`src/rtl/fan_fault_sup.sv`:
```
module fan_fault_sup #(
  parameter int LRD_TICKS     = 1000,
  parameter int LONG_RETRY    = 5000,
  parameter int QUICK_RETRY   = 500,
  parameter int LR_MAX_TRIES  = 5,
  parameter int OC_MAX_EVENTS = 3
) (
  input  logic       clk,
  input  logic       rst_n,
  input  logic       hall_edge,
  input  logic       pwm_start,
  input  logic       ilim_flag,
  input  logic       ocp_flag,
  input  logic       ovp_flag,
  input  logic       uvlo_flag,
  input  logic       clamp_flag,
  input  logic       tsd_set,
  input  logic       tsd_clr,
  input  logic       cfg_ovp_en,
  input  logic       cfg_clamp_dis,
  input  logic       cfg_lr_latch,
  input  logic       cfg_ocp_latch,
  input  logic       cfg_quick_retry,
  output logic [1:0] bridge_cmd,
  output logic       lock_flag,
  output logic       fault_flag,
  output logic       latched
);
  localparam int RMAX = (LONG_RETRY > QUICK_RETRY) ? LONG_RETRY : QUICK_RETRY;
  localparam int RW = $clog2(RMAX) + 1;
  localparam int LW = $clog2(LRD_TICKS) + 1;
  localparam int TW = $clog2(LR_MAX_TRIES + 1);
  localparam int OW = $clog2(OC_MAX_EVENTS + 1);
  localparam logic [1:0] CMD_DRIVE = 2'd0, CMD_HIZ = 2'd1, CMD_HSOFF = 2'd2, CMD_RECIRC = 2'd3;

  logic tsd_q, ilim_q, lr_wait, lr_lat, oc_wait, oc_lat;
  logic [LW-1:0] lrd_cnt;
  logic [RW-1:0] lr_rt, oc_rt;
  logic [TW-1:0] lr_tries;
  logic [OW-1:0] oc_cnt;

  wire ovp_act   = cfg_ovp_en & ovp_flag;
  wire clamp_act = clamp_flag & ~cfg_clamp_dis;
  wire oc_hold   = oc_wait | oc_lat;
  wire lr_hold   = lr_wait | lr_lat;
  wire hard      = uvlo_flag | tsd_q | ovp_act | oc_hold;
  wire spinning  = ~hard & ~lr_hold;
  wire lr_trip   = spinning & ~hall_edge & (lrd_cnt == LW'(LRD_TICKS - 1));
  wire [RW-1:0] lr_len = cfg_quick_retry ? RW'(QUICK_RETRY - 1) : RW'(LONG_RETRY - 1);
  wire oc_event  = ocp_flag & ~oc_hold;

  always_ff @(posedge clk) begin
    if (!rst_n)       tsd_q <= 1'b0;
    else if (tsd_set) tsd_q <= 1'b1;
    else if (tsd_clr) tsd_q <= 1'b0;
  end

  always_ff @(posedge clk) begin
    if (!rst_n || uvlo_flag) ilim_q <= 1'b0;
    else if (pwm_start)      ilim_q <= ilim_flag;
    else if (ilim_flag)      ilim_q <= 1'b1;
  end

  always_ff @(posedge clk) begin
    if (!rst_n || uvlo_flag) begin
      oc_wait <= 1'b0; oc_lat <= 1'b0; oc_rt <= '0; oc_cnt <= '0;
    end else if (oc_event) begin
      oc_cnt <= cfg_ocp_latch ? oc_cnt + 1'b1 : '0;
      if (cfg_ocp_latch && oc_cnt == OW'(OC_MAX_EVENTS - 1)) oc_lat <= 1'b1;
      else begin oc_wait <= 1'b1; oc_rt <= '0; end
    end else if (oc_wait) begin
      if (oc_rt == RW'(LONG_RETRY - 1)) oc_wait <= 1'b0;
      else oc_rt <= oc_rt + 1'b1;
    end else if (!oc_lat) begin
      oc_cnt <= '0;
    end
  end

  always_ff @(posedge clk) begin
    if (!rst_n || uvlo_flag) begin
      lr_wait <= 1'b0; lr_lat <= 1'b0; lr_rt <= '0; lr_tries <= '0; lrd_cnt <= '0;
    end else if (spinning) begin
      if (hall_edge) begin
        lrd_cnt <= '0; lr_tries <= '0;
      end else if (lr_trip) begin
        lrd_cnt <= '0;
        lr_tries <= cfg_lr_latch ? lr_tries + 1'b1 : '0;
        if (cfg_lr_latch && lr_tries == TW'(LR_MAX_TRIES - 1)) lr_lat <= 1'b1;
        else begin lr_wait <= 1'b1; lr_rt <= '0; end
      end else begin
        lrd_cnt <= lrd_cnt + 1'b1;
      end
    end else begin
      lrd_cnt <= '0;
      if (hall_edge && !lr_lat) lr_tries <= '0;
      if (lr_wait) begin
        if (lr_rt >= lr_len) lr_wait <= 1'b0;
        else lr_rt <= lr_rt + 1'b1;
      end
    end
  end

  assign bridge_cmd = hard      ? CMD_HIZ :
                      lr_hold   ? CMD_HIZ :
                      ilim_q    ? CMD_RECIRC :
                      clamp_act ? CMD_HSOFF : CMD_DRIVE;
  assign lock_flag  = lr_hold;
  assign fault_flag = tsd_q | ovp_act | oc_hold;
  assign latched    = lr_lat | oc_lat;

  p_latch_sticky_r2: assert property (@(posedge clk) disable iff (!rst_n)
    latched && !uvlo_flag |=> latched);
  p_tries_bound_r2: assert property (@(posedge clk) disable iff (!rst_n)
    lr_tries <= TW'(LR_MAX_TRIES));
  p_hall_clears_r3: assert property (@(posedge clk) disable iff (!rst_n)
    hall_edge && !lr_lat && !uvlo_flag |=> lr_tries == '0);
  p_ilim_hold_r4: assert property (@(posedge clk) disable iff (!rst_n)
    ilim_q && !pwm_start && !uvlo_flag |=> bridge_cmd != CMD_DRIVE);
  p_oc_bound_r6: assert property (@(posedge clk) disable iff (!rst_n)
    oc_cnt <= OW'(OC_MAX_EVENTS));
  p_tsd_hold_r8: assert property (@(posedge clk) disable iff (!rst_n)
    tsd_set |=> fault_flag || ovp_act || $past(tsd_set) && tsd_clr);
  p_uv_hiz_r9: assert property (@(posedge clk) disable iff (!rst_n)
    uvlo_flag |=> !latched || uvlo_flag && 1'b0 || !$past(uvlo_flag) || !latched);
  p_lock_hiz_r11: assert property (@(posedge clk) disable iff (!rst_n)
    lock_flag |-> bridge_cmd == CMD_HIZ);
endmodule

```
`config.mk`:
```
export PLATFORM = sky130hd
export DESIGN_NAME = fan_fault_sup
export DESIGN_NICKNAME = d
export VERILOG_FILES = /design/src/rtl/fan_fault_sup.sv
export SDC_FILE = /design/constraint.sdc
export NUM_CORES = 1
export LEC_CHECK = 0
export BUFFER_PORTS_ARGS = -buffer_cell sky130_fd_sc_hd__buf_2
export CORE_MARGIN = 3
export CORE_UTILIZATION = 50
export DETAILED_ROUTE_END_ITERATION = 10
export PLACE_DENSITY = 0.74
export SLEW_MARGIN = 20
export SYNTH_ARGS = -nofsm -noshare
export SYNTH_HDL_FRONTEND = slang
export SYNTH_SLANG_ARGS = --single-unit
```
`constraint.sdc`:
```
create_clock -name clk -period 2.5 [get_ports clk]
set_input_delay 0.25 -clock clk [delete_from_list [all_inputs] [get_ports clk]]
set_output_delay 0.25 -clock clk [all_outputs]
set_load 0.02 [all_outputs]
```
* Word level (Yosys, flattened, before mapping) *
Cells that the tools add are included.

storage, ports and cells
  register bits after elaboration = 50
  input bits = 16
  output and inout port bits = 5
  word-level logic and storage cells = 107

operators by class
  add/subtract/negate cells = 5
  magnitude comparators = 1
  eq/ne operators = 13
  muxes and demuxes = 38
  bitwise gates (word level) = 20
  reduce and logical (&&, ||, !) cells = 19

operator list
  kind                                                   number
  2-to-1 mux 14 bit                                      10
  adder 14 x 1 -> 14 bit, second input constant          2
  2-to-1 mux 2 bit                                       8
  2-to-1 mux 3 bit                                       5
  equality test 14 x 13 -> 1 bit, second input constant  1
  >= comparator 14 x 13 -> 1 bit                         1
  2-to-1 mux 1 bit                                       14
  2-to-1 mux 13 bit                                      1
  adder 11 x 1 -> 11 bit, second input constant          1
  equality test 11 x 10 -> 1 bit, second input constant  1
  inequality test 2 bit, second input constant           5
  nonzero test 2 bit                                     5
  OR 1 bit                                               8
  AND 1 bit                                              6
  inequality test 2 x 1 -> 1 bit, second input constant  3
  NOT 1 bit                                              6
  AND reduction 2 bit                                    3
  AND reduction 3 bit                                    2
  AND reduction 5 bit                                    1
  AND reduction 4 bit                                    1
  OR reduction 4 bit                                     1
  adder 3 x 1 -> 3 bit, second input constant            1
  equality test 3 bit, second input constant             1
  logical AND 1 bit                                      3
  5 further kinds                                        6

* Logic depth before layout (Yosys ltp) *
Gate-level depths: netlist (run 1).

  depth after elaboration = 10
  gate-level depth with buffers = 9
  depth with buffers taken out = 7

* Worst setup path after synthesis (run 1) *
No wires, ideal clock.

  path kind = reg-to-reg
  from = register lr_rt[2]
  to = register lr_rt[12]
  setup time = 0.060 ns
  arrival = 2.010 ns
  data required time = 2.440 ns
  setup slack = 0.430 ns
  cell stages (with the launch flop) = 9
  buffers on the path = 2
  period minus slack after synthesis = 2.070 ns
  cell sequence = dfxtp_1 ha_1 a211oi_1 o21ai_0 a211o_1 clkbuf_1 clkbuf_1 a2111o_1 nand2_1

on the way
  word-level cells in the longest chain between the ends = 4
  elaborated cells on any way between the ends = 7
  those cells by class = add/sub: 1; order compare: 1; eq/ne: 1; mux: 3; reduce/logical: 1

RTL lines
  item                    line  text
  start, declared         38    logic [RW-1:0] lr_rt, oc_rt;
  start signal, assigned  98    else lr_rt <= lr_rt + 1'b1;
  adder 14 x 1 -> 14 bit  98
  2-to-1 mux 14 bit       97    if (lr_rt >= lr_len) lr_wait <= 1'b0;
  2-to-1 mux 14 bit       96    if (lr_wait) begin
  2-to-1 mux 14 bit       82    end else if (spinning) begin

Parallel ways exist; a longest one is shown, timed or not. The select of a mux whose other input is x is not followed.
A chain may end at the register's enable or synchronous reset.

* Worst setup path in the final report (run 1) *
  from = register lr_rt[2]
  to = register lr_rt[9]

Same word-level chain as after synthesis.

==> run metrics, run 1 <==
Reg2Reg Depth=7; Reg area=1000 um2; flops & latches, synth=50; H-tree depth=2; gp weighted congestion=0.864; Die H=78.9 um; worst hold-check path type=in -> reg; Avg WL per Cell=13.3 um; post-synthesis mux area share=0.377%; starting DRC count in detailed routing=107; ant diodes=0; Tightest Pin Transition=0.513 ns; Power Dens Cells=457 nW/um2; max cap viols=0; Initial Util=54.1%; Top FF cell, synth=dfxtp_1; worst-path fanout max=12; multi-input logic area=1540 um2; CTS resizes=0; TritonCTS Sinks=50; grt total ovfl=0; vias in the first global route=2,015; DR pass1 iterations=5; Total Routed Length=5240 um; Core Area=4910 um2; DRC=0; Area Overhead vs Synth=8.90%; relative slew slack=64.9%; crit start category=flip-flop; Final Non-Filler Cells=393; WP data required=2.72 ns; setup slack after layout=0.320 ns; adder-cell share of the synthesized area=5.65%; routed vias=2,257; Synth Area per Inst=8.65 um2; main combinational cell family by area after synthesis=simple AND/OR/NAND/NOR gates; post-layout min period=2.18 ns; worst hold slack=0.162 ns; Syn Nets=335; post-synthesis compound-gate area fraction=19.6%; Reg clk slew, reported paths=0.08 ns; setup bufs post-CTS=0; CTS Buf Count=5; # setup viols final=0; num ports=21; Mapped Area=2660 um2; crit share post-route=87.2%; P_leak=0.000994 uW; Clock Skews=0.00369 ns; IR drop worst, VDD=306 uV; die extent in x=78.9 um; Crit. End Element=flip-flop; Crit Path Class=reg -> reg; Syn Inst Count=307; initial antenna violation count=0; full die area=6220 um2; Final #Nets=354; commonest cells after routing, fill and taps aside=dfxtp_1 (50), nor2_1 (37), nand3_1 (26); Post-Synth XOR/XNOR Area=6.26%; Seq/Total Area, Yosys=37.7%; pin count of the biggest net entering global routing=27; input/output buffers=20; post-synthesis simple-gate area fraction=26.1%; Max Freq=0.459 GHz; Clock Latency Late Sink=0.29 ns; DR vias/cell=5.74; Root Driver=clkbuf_8; Hold Vio Cnt, Final=0; post-place setup slack=0.338 ns; number of synthesized flops with an enable pin=0; Antenna Nets Post-Route=0; Bufs on Longest Clock Path=2; WP data arrival=2.40 ns; gr usage total=17.4%; TNS Setup=0 ns; status=complete, no violations; row cnt=25; global-route wire length before repair=8910 um; count of hold buffers inserted by post-cts repair=0; Hold Path Depth=3; Filler Cell Count=443; Post-synth ARST share=0%; RSZ-0062 raised after global routing=no; total of warnings raised by yosys=0; Final Max Tran Viols=0; most common cell after layout, fill and taps aside=dfxtp_1; CTS tree=done; layout cells sized above 1=13.8%; HPWL Detailed=3790 um; count of cell types in the netlist=49; placed insts=386
state kept, by name, summed over array words and instances (netlist names):
register  count
tsd_q         1
oc_wait       1
lr_tries      3
oc_cnt        2
oc_rt        14
lrd_cnt      11
ilim_q        1
oc_lat        1
lr_wait       1
lr_rt        14
lr_lat        1
synthesized netlist by cell type (8+ instances only):
| cell | count | share of area, % |
|---|---|---|
| inv_1 | 12 | 1.7 |
| xnor2_1 | 13 | 4.3 |
| nand3_1 | 26 | 4.9 |
| a21oi_1 | 20 | 3.8 |
| nor2_1 | 37 | 5.2 |
| clkbuf_1 | 11 | 1.6 |
| dfxtp_1 | 50 | 38 |
| ha_1 | 12 | 5.7 |
| a2111o_1 | 10 | 4.2 |
| a211oi_1 | 10 | 2.8 |
| nand2_1 | 20 | 2.8 |
| nand4_1 | 8 | 1.9 |
where the power goes:
group          total [uW]  internal [uW]  switching, uW
registers             802            799           3.21
clock network         435            193            242
logic                84.2           31.7           52.5
metal layers:
metal / track usage [%] / vias to the layer above / routed length [um]
li1: - / 1166 / -
met1: 23.8 / 1025 / 2560
met2: 27.2 / 64 / 2280
met3: 5.44 / 2 / 379
met4: 3.95 / 0 / 19
met5: 0 / - / 0
cells by family (layout without fill, tap and decap cells):
logic type               after synthesis  count (layout)
AO/OA/AOI/OAI                         68              68
XOR/XNOR                              19              19
adder cells (fa/ha/maj)               12              12
buffers and inverters                 26              45
flip-flops                            50              50
multiplexers                           1               1
AND/OR/NAND/NOR                      131             131
critical path, stage by stage (launching register included):
cell	delay [ns]
dfxtp_1	0.46
ha_1	0.28
a211oi_1	0.23
o21ai_0	0.11
a211o_1	0.35
buf_4	0.21
a2111o_1	0.40
o21ai_0	0.07
final timing paths:
path                    startpoint                    end  slack, ns
min                      ilim_flag    ilim_q$_SDFFE_PP0P_       0.16
min reg2reg  lrd_cnt[0]$_SDFF_PP0_  lrd_cnt[0]$_SDFF_PP0_       0.48
max reg2reg  lr_rt[2]$_SDFFE_PP0P_  lr_rt[9]$_SDFFE_PP0P_       0.32
max          lr_rt[2]$_SDFFE_PP0P_  lr_rt[9]$_SDFFE_PP0P_       0.32
layout make-up:
cell class	count	area share [%]
clock buffer	7	2.64
inverter	12	1.56
multi-input combinational	231	53.3
sequential	50	34.6
tap	67	2.90
timing repair buffer	26	5.02
per-stage QoR:
step,total power (uW),area (um2),util [%]
global placement,903,2820,57.4
detailed placement,905,2820,57.4
global route,1380,2890,58.9
floorplan,872,2660,-
CTS,1330,2890,58.9
finish,1320,2890,58.9
Power figures use the tool's default switching activity.
==> run 2, diff against run 1 <==
--- a/config.mk
+++ b/config.mk
@@ -10,6 +10,7 @@
 export CORE_UTILIZATION = 50
 export DETAILED_ROUTE_END_ITERATION = 10
 export PLACE_DENSITY = 0.74
+export RECOVER_POWER = 50
 export SLEW_MARGIN = 20
 export SYNTH_ARGS = -nofsm -noshare
 export SYNTH_HDL_FRONTEND = slang
==> run metrics, run 2 (synthesis results as in run 1) <==
Clock power frac=32.9% (about the same); Internal Power=1020 uW (-0.14%); initial antenna violation count=0 (unchanged); Bufs and invs on worst path=1 (unchanged); die extent in x=78.9 um (unchanged); Reg clk slew, reported paths=0.08 ns (about the same); WP data arrival=2.40 ns (about the same); Filler Cell Count=449 (+1.4%); pin count of the biggest net entering global routing=27 (unchanged); Power Total=1320 uW (-0.20%); full die area=6220 um2 (unchanged); num ports=21 (unchanged); CP max-delay cell=dfxtp_1; Tightest Pin Transition=0.661 ns (+0.148 ns); DR vias/cell=5.70 (-0.75%); WP data required=2.72 ns (about the same); routed vias=2,240 (-0.75%); IR drop worst, VDD=304 uV (-0.59%); Worst path top cell family by delay=compound AO/OA/AOI/OAI gates; RSZ-0062 raised after global routing=no; post-place setup slack=0.338 ns (unchanged); crit start category=flip-flop; Switching Share=22.5% (-0.047 points); most common cell after layout, fill and taps aside=dfxtp_1; layout cells sized above 1=12.3% (-1.5 points); vias in the first global route=2,015 (unchanged); status=complete, no violations; Crit. End Element=flip-flop; Reg area=1000 um2 (unchanged); gr usage total=17.4% (unchanged); TritonCTS Sinks=50 (unchanged); Power Dens Cells=458 nW/um2 (+0.19%); H-tree depth=2 (unchanged); Antenna Nets Post-Route=0 (unchanged); # setup viols final=0 (unchanged); Reg2Reg Setup Slack=0.32 ns (about the same); gp weighted congestion=0.864 (unchanged); CP peak stage delay=0.46 ns (about the same); worst-path fanout max=12 (unchanged); Root Driver=clkbuf_8; Max Freq=0.458 GHz (-0.13%); Final Max Tran Viols=0 (unchanged); Avg WL per Cell=13.3 um (-0.32%); grt total ovfl=0 (unchanged); setup slack after layout=0.317 ns (-0.00291 ns); HPWL Detailed=3790 um (unchanged); DRC=0 (unchanged); row cnt=25 (unchanged); input/output buffers=20 (unchanged); final core utilization=58.7% (-0.23 points); Psw=296 uW (-0.40%); part of the power in registers=60.8% (about the same); CTS tree=done; crit-path cells=ha_1, a211oi_1, o21ai_0, a211o_1, buf_4, a2111o_1, o21ai_0; Bufs on Longest Clock Path=2 (unchanged); max cap viols=0 (unchanged); biggest regs=lr_rt x14, oc_rt x14, lrd_cnt x11; CTS resizes=0 (unchanged); commonest cells after routing, fill and taps aside=dfxtp_1 (50), nor2_1 (37), nand3_1 (26); Core Area=4910 um2 (unchanged); DR pass1 iterations=4 (-1); Initial Util=54.1% (unchanged); worst hold-check path type=in -> reg; Crit Path Class=reg -> reg; Final #Nets=354 (unchanged); TNS Setup=0 ns (unchanged); Comb power frac=6.3% (about the same); relative slew slack=55.9% (-9.0 points); Clock Skews=0.00478 ns (+0.00110 ns); crit share post-route=87.3% (+0.12 points); count of hold buffers inserted by post-cts repair=0 (unchanged); post-layout min period=2.18 ns (+0.00291 ns); Die H=78.9 um (unchanged); Area Overhead vs Synth=8.48%; P_leak=0.000980 uW (-1.4%); Hold Vio Cnt, Final=0 (unchanged); setup bufs post-CTS=0 (unchanged); CTS Buf Count=5 (unchanged); most used cell along the critical path=o21ai_0; multi-input logic area=1540 um2 (-0.24%); ant diodes=0 (unchanged); starting DRC count in detailed routing=105 (-1.9%); global-route wire length before repair=8910 um (unchanged); Clock Latency Late Sink=0.29 ns (about the same); Total Routed Length=5220 um (-0.32%)
==> run 2: cell types whose count changed in the layout (fill, tap and decap cells not counted), sizes merged <==
| cell | change |
|---|---|
| buf | -4 |
| clkbuf | +4 |
==> run 2: power by group through the flow <==
stage | Clock, uW | Combinational (uW) | Sequential (uW)
after CTS | 448 | 83.9 | 803
final | 434 | 82.9 | 802
after detailed placement | 0 | 83.4 | 821
after global placement | 0 | 82.1 | 821
after floorplan | 0 | 51.8 | 821
after global routing | 485 | 91.5 | 803
==> run 2: stage by stage <==
step | hold slack, ns | cells | cell area [um2]
final | 0.163 | 393 | 2880
after global routing | 0.155 | 393 | 2880
after global placement | 0.446 | 386 | 2820
after CTS | 0.160 | 393 | 2890
after floorplan | 0.367 | 307 | 2660
after detailed placement | 0.467 | 386 | 2820
==> run 2: worst paths after layout <==
check / startpoint / to / cells past startpoint
worst max-delay path: lr_rt[2]$_SDFFE_PP0P_ / lr_rt[9]$_SDFFE_PP0P_ / 7
worst min-delay path: ilim_flag / ilim_q$_SDFFE_PP0P_ / 3
worst max register to register: lr_rt[2]$_SDFFE_PP0P_ / lr_rt[9]$_SDFFE_PP0P_ / 7
worst min register to register: lrd_cnt[0]$_SDFF_PP0_ / lrd_cnt[0]$_SDFF_PP0_ / 1
==> run 2: tightest hold or removal path, cell delays in order <==
cell and delay (ns):
buf_2 0.08, a21oi_1 0.03, nor2_1 0.06
==> run 2: metal layers <==
layer	up-vias	part of all wire (%)	GRT usage, %
met5	-	0	0
met4	0	0.36	3.95
met3	2	7.3	5.44
met2	51	44	27.2
met1	1023	49	23.8
li1	1164	-	-
==> run 2: cell type report <==
cell class / instances / area share (%)
clock buffer: 7 / 2.65
inverter: 12 / 1.56
multi-input combinational: 231 / 53.4
sequential: 50 / 34.7
tap: 67 / 2.91
timing repair buffer: 26 / 4.78
